`src/rtl/bha_pkg.sv`:
```
package bha_pkg;

    typedef enum logic [2:0] {
        ST_IDLE    = 3'd0,
        ST_DRAIN   = 3'd1,
        ST_FLOAT   = 3'd2,
        ST_GRANTED = 3'd3,
        ST_RELEASE = 3'd4,
        ST_REDRIVE = 3'd5
    } bha_state_e;

    // Pin groups whose drivers are switched by the arbiter
    typedef enum int {
        GRP_CHIPSEL = 0,
        GRP_BYTEEN  = 1,
        GRP_DATA    = 2,
        GRP_ADDR    = 3,
        GRP_ASTROBE = 4,
        GRP_BURST   = 5,
        GRP_SDRAM   = 6,
        GRP_COUNT   = 7
    } bha_group_e;

    typedef struct packed {
        logic grant;   // internal engine may use the bus
        logic ack_n;   // acknowledge to external master
        logic drive;   // bus pins driven
    } bha_ctl_t;

    function automatic bha_ctl_t bha_decode(bha_state_e st);
        bha_ctl_t c;
        c.grant = (st == ST_IDLE);
        c.ack_n = (st != ST_GRANTED);
        c.drive = (st == ST_IDLE) || (st == ST_DRAIN) || (st == ST_REDRIVE);
        return c;
    endfunction

endpackage

```
`src/rtl/bha_sync.sv`:
```
module bha_sync #(
    parameter int STAGES = 2
) (
    input  logic clk,
    input  logic rst,
    input  logic async_n,
    output logic req
);
    logic [STAGES-1:0] chain;

    always_ff @(posedge clk) begin
        if (rst) chain <= '1;
        else     chain <= {chain[STAGES-2:0], async_n};
    end

    assign req = ~chain[STAGES-1];

endmodule

```
`src/rtl/bha_fsm.sv`:
```
module bha_fsm
    import bha_pkg::*;
#(
    parameter int DRAIN_MIN = 1,
    parameter int ACK_DELAY = 2,
    parameter int REL_DELAY = 1
) (
    input  logic     clk,
    input  logic     rst,
    input  logic     req,
    input  logic     hold_disable,
    input  logic     xfer_busy,
    output bha_ctl_t ctl
);
    localparam int MAXC  = (DRAIN_MIN > ACK_DELAY)
                         ? ((DRAIN_MIN > REL_DELAY) ? DRAIN_MIN : REL_DELAY)
                         : ((ACK_DELAY > REL_DELAY) ? ACK_DELAY : REL_DELAY);
    localparam int CNT_W = $clog2(MAXC + 1);
    localparam logic [CNT_W-1:0] CNT_MAX    = CNT_W'(MAXC);
    localparam logic [CNT_W-1:0] DRAIN_LAST = CNT_W'(DRAIN_MIN - 1);
    localparam logic [CNT_W-1:0] ACK_LAST   = CNT_W'(ACK_DELAY - 1);
    localparam logic [CNT_W-1:0] REL_LAST   = CNT_W'(REL_DELAY - 1);

    bha_state_e       state, nxt;
    logic [CNT_W-1:0] cnt;

    always_comb begin
        nxt = state;
        unique case (state)
            ST_IDLE:    if (req && !hold_disable) nxt = ST_DRAIN;
            ST_DRAIN:   if (!req) nxt = ST_IDLE;
                        else if (!xfer_busy && cnt >= DRAIN_LAST) nxt = ST_FLOAT;
            ST_FLOAT:   if (cnt == ACK_LAST) nxt = ST_GRANTED;
            ST_GRANTED: if (!req) nxt = ST_RELEASE;
            ST_RELEASE: if (cnt == REL_LAST) nxt = ST_REDRIVE;
            ST_REDRIVE: nxt = ST_IDLE;
            default:    nxt = ST_IDLE;
        endcase
    end

    always_ff @(posedge clk) begin
        if (rst) begin
            state <= ST_IDLE;
            cnt   <= '0;
        end else begin
            state <= nxt;
            if (nxt != state)    cnt <= '0;
            else if (cnt != CNT_MAX) cnt <= cnt + 1'b1;
        end
    end

    assign ctl = bha_decode(state);


    disable_holds_off_chk: assert property (@(posedge clk) disable iff (rst)
        (state == ST_IDLE && hold_disable) |=> state == ST_IDLE);


    withdraw_to_idle_chk: assert property (@(posedge clk) disable iff (rst)
        (state == ST_DRAIN && !req) |=> state == ST_IDLE);


    drain_waits_busy_chk: assert property (@(posedge clk) disable iff (rst)
        (state == ST_DRAIN && xfer_busy) |=> state != ST_FLOAT);


    float_from_drain_chk: assert property (@(posedge clk) disable iff (rst)
        (state == ST_FLOAT && $changed(state)) |-> $past(state) == ST_DRAIN);

endmodule

```
`src/rtl/bus_hold_arbiter.sv`:
```
module bus_hold_arbiter
    import bha_pkg::*;
#(
    parameter int SYNC_STAGES = 2,
    parameter int DRAIN_MIN   = 1,
    parameter int ACK_DELAY   = 2,
    parameter int REL_DELAY   = 1,
    parameter int NUM_GROUPS  = GRP_COUNT
) (
    input  logic                  clk,
    input  logic                  rst,
    input  logic                  hold_req_n,
    input  logic                  hold_disable,
    input  logic                  xfer_busy,
    output logic                  eng_grant,
    output logic                  hold_ack_n,
    output logic [NUM_GROUPS-1:0] bus_oe
);
    logic     req_s;
    bha_ctl_t ctl;

    bha_sync #(.STAGES(SYNC_STAGES)) u_sync (
        .clk     (clk),
        .rst     (rst),
        .async_n (hold_req_n),
        .req     (req_s)
    );

    bha_fsm #(
        .DRAIN_MIN (DRAIN_MIN),
        .ACK_DELAY (ACK_DELAY),
        .REL_DELAY (REL_DELAY)
    ) u_fsm (
        .clk          (clk),
        .rst          (rst),
        .req          (req_s),
        .hold_disable (hold_disable),
        .xfer_busy    (xfer_busy),
        .ctl          (ctl)
    );

    assign eng_grant  = ctl.grant;
    assign hold_ack_n = ctl.ack_n;

    for (genvar g = 0; g < NUM_GROUPS; g++) begin : g_oe
        assign bus_oe[g] = ctl.drive;
    end


    ack_only_floated_chk: assert property (@(posedge clk) disable iff (rst)
        !hold_ack_n |-> bus_oe == '0);


    redrive_after_ack_chk: assert property (@(posedge clk) disable iff (rst)
        $rose(bus_oe[0]) |-> hold_ack_n && $past(hold_ack_n));


    no_shared_owner_chk: assert property (@(posedge clk) disable iff (rst)
        !(eng_grant && (!hold_ack_n || bus_oe != '1)));


    float_after_idle_chk: assert property (@(posedge clk) disable iff (rst)
        $fell(bus_oe[0]) |-> !$past(xfer_busy));


    groups_aligned_chk: assert property (@(posedge clk) disable iff (rst)
        (bus_oe == '0) || (bus_oe == '1));

endmodule

```
`config.mk`:
```
export PLATFORM = sky130hd
export DESIGN_NAME = bus_hold_arbiter
export DESIGN_NICKNAME = d
export VERILOG_FILES = /design/src/rtl/bha_pkg.sv /design/src/rtl/bha_sync.sv /design/src/rtl/bha_fsm.sv /design/src/rtl/bus_hold_arbiter.sv
export SDC_FILE = /design/constraint.sdc
export NUM_CORES = 1
export LEC_CHECK = 0
export BUFFER_PORTS_ARGS = -buffer_cell sky130_fd_sc_hd__buf_2
export CAP_MARGIN = 10
export CORE_AREA = 2 2 39 41
export DETAILED_ROUTE_END_ITERATION = 10
export DIE_AREA = 0 0 41 43
export GPL_TIMING_DRIVEN = 0
export SLEW_MARGIN = 20
export SYNTH_ARGS = -nofsm -noshare
export SYNTH_HDL_FRONTEND = slang
export SYNTH_HIERARCHICAL = 1
export SYNTH_SLANG_ARGS = --single-unit
```
`constraint.sdc`:
```
create_clock -name clk -period 1.1 [get_ports clk]
set_input_delay 0.11 -clock clk [delete_from_list [all_inputs] [get_ports clk]]
set_output_delay 0.11 -clock clk [all_outputs]
set_load 0.01 [all_outputs]
```
==> results.cfg <==
[setup_path]
critPathCaptureType = output pin
crit_start = u_fsm/state[2]$_SDFF_PP0_
cp-endpoint = bus_oe[3]
cpMaxStageDelayCell = dfxtp_2
worstPathMaxFanout = 7
cp_top_family = buffers and inverters
worst_ep_arrival_time_ns = 1.17
r2r_start = u_fsm/state[0]$_SDFF_PP0_
r2r_slack_ns = -0.17
ff2ff_path_depth = 5
cp-start-kind = flip-flop
cp_slowest_stage_delay_ns = 0.32
path_buf_inv = 3
cpMostUsedCell = buf_6
cp.depth = 4
required_ns = 0.99
rr_endpoint = u_fsm/cnt[1]$_SDFFE_PP0P_
worstSetupPathType = flip-flop to output pin
path_cells = buf_6, a21oi_4, buf_6, buf_6

[routing]
drcViolationCount = 0
via_per_inst = 4.62
wl_per_cell_um = 10.1
wl_met2_um = 522
first_pass_iters = 4
met3WireLength_um = 28
top_layer = met3
detail-route-antenna-nets = 0
wirelength_um = 982
drtIter0Drc = 6
vias = 448
wl_met1_um = 431

[logic_synthesis]
synth-seq-area-share = 0.292
synth_area_um2 = 480
syn_nets = 64
postSynthAreaPerCell_um2 = 8.58
synth_cells = 56
yosysWarnings = 6
ys_ff_latch = 7
synth.distinct_cells = 23

[sta]
setup_slack_ns = -0.181
setup_viol = 12
worst_slew_pin_slew_ns = 0.311
hold_violations = 0
fmax_ghz = 0.781
fin_tns_setup_ns = -1.80
skew_ns = 0.00418
grt_setup_unrepaired = yes
finalCriticalPeriod_ns = 1.28
period_share = 1.16
slew_headroom = 0.791
slew_viol_final = 0

[cts]
tritoncts = yes
cts_buffer_depth = 2
hold_buffers = 0
numCtsBuffers = 3
clock_latency_ns = 0.25
clkTransAtPathRegs_ns = 0.05
cts.htree.levels = 1
root_buffer = clkbuf_4
cts_sinks = 7

[layout]
final_area_um2 = 771
final_cell_mix = buf_6, buf_4, buf_2, dfxtp_2
finalNonFillerCells = 97
drive_above_1_share = 0.617
fillers = 122
n_antenna_cell = 0
syn2layout_area_growth_pct = 60.4
mostFrequentLayoutCell = buf_6
nets = 90

[status]
violations = negative setup slack
status = complete, but fails checks

[global_route]
gr-total-overflow = 0
grt_use_total = 0.129
grt_pass1_wl_mm = 1.55
antenna_found_initial = 0
grt_max_degree = 10
grt_pass1_vias = 393

[power_and_ir_drop]
power_uw = 945
vdd_drop_max_uv = 787
leakage_nw = 0.340
power_density_nw_per_um2 = 1230

[min_path]
hp-class = primary input to flip-flop

[floorplan]
rows = 14
io_pins = 14
die_y_um = 43
dieArea_um2 = 1760
dieWidth_um = 41
initial_core_util = 0.347
core_area_um2 = 1380

[placed_design]
place_area_um2 = 598
dp_hpwl_um = 685
dp.cells = 85
place_ws_ns = -0.162
gp_congestion = 0.677
io_buffer_count = 13

[flow_run]
cap_violations = 0
-- synth_stat cells, drive strengths merged --
master / count / share of area
a21oi: 5 / 0.060
inv: 6 / 0.047
o21a: 1 / 0.016
nand2: 3 / 0.023
mux2i: 3 / 0.063
or2: 2 / 0.026
a2111oi: 1 / 0.018
nor3: 3 / 0.031
a211oi: 2 / 0.052
nor3b: 2 / 0.042
nor2b: 1 / 0.013
xnor2: 1 / 0.018
nor2: 3 / 0.023
mux2: 1 / 0.023
nand3b: 1 / 0.016
buf: 9 / 0.14
dfxtp: 7 / 0.29
ha: 3 / 0.078
nand3: 2 / 0.021
-- worst min path at each step --
stage                           from                         end  slack [ns]  depth (start not counted)
after global placement    hold_req_n  u_sync/chain[0]$_SDFF_PP1_        0.29                          2
after CTS                 hold_req_n  u_sync/chain[0]$_SDFF_PP1_        0.04                          2
after detailed placement  hold_req_n  u_sync/chain[0]$_SDFF_PP1_        0.30                          2
final                     hold_req_n  u_sync/chain[0]$_SDFF_PP1_        0.04                          2
after floorplan                  rst   u_fsm/state[0]$_SDFF_PP0_        0.17                          1
after global routing      hold_req_n  u_sync/chain[0]$_SDFF_PP1_        0.03                          2
-- layer usage --
layer | up-vias | global-route usage
li1 | 235 | -
met5 | - | 0
met4 | 0 | 0.0600
met1 | 202 | 0.152
met2 | 11 | 0.206
met3 | 0 | 0.0314
-- through the flow --
| step | util | hold WS [ns] |
|---|---|---|
| 6_report | 0.557 | 0.0422 |
| 5_1_grt | 0.557 | 0.0276 |
| 4_1_cts | 0.518 | 0.0353 |
| 3_5_place_dp | 0.432 | 0.297 |
| 3_3_place_gp | 0.432 | 0.291 |
| 2_1_floorplan | - | 0.175 |
-- cell type report --
| type | count | area, um^2 | area share |
|---|---|---|---|
| repair buffers | 23 | 181 | 0.235 |
| plain buffers | 7 | 78.8 | 0.102 |
| inverters | 6 | 25.0 | 0.0325 |
| well taps | 16 | 20.0 | 0.0260 |
| multi-input cells | 34 | 290 | 0.377 |
| flip-flops and latches | 7 | 149 | 0.193 |
| clock buffers | 4 | 26.3 | 0.0341 |
-- timing repair --
action,4_1_cts,5_1_grt
pin swaps,3,1
cloned,0,0
gates resized for setup,10,15
setup endpoints to repair,12,13
hold endpoints to repair,0,0
setup buffers,8,2
-- worst reg2reg max path: cells and delay by family, from the launching register on --
family / cells / cell delay, ns
muxes: 2 / 0.42
DFF: 1 / 0.37
AOI/OAI and AO/OA: 1 / 0.22
buffers and inverters: 1 / 0.11
and+or+nand+nor: 1 / 0.07
-- registers in the layout (all words and copies together) (netlist names) --
name and flops:
u_fsm/cnt 2, u_sync/chain 2, u_fsm/state 3
-- where the power goes --
part / total, mW / leakage [nW] / switching (mW) / internal, mW
logic: 0.370 / 0.265 / 0.173 / 0.198
clock network: 0.232 / 0.0150 / 0.0941 / 0.138
registers: 0.342 / 0.0598 / 0.0423 / 0.300
-- cells by family (layout without fill, tap and decap cells) --
family                   Yosys count  count (layout)  share of synthesized area
flip-flops                         7               7                      0.292
XOR/XNOR                           1               1                     0.0182
AO/OA/AOI/OAI                      9               9                      0.146
buffers and inverters             15              40                      0.185
adder cells (fa/ha/maj)            3               3                     0.0781
AND/OR/NAND/NOR                   17              17                      0.195
multiplexers                       4               4                     0.0859
Power figures use the tool's default switching activity.
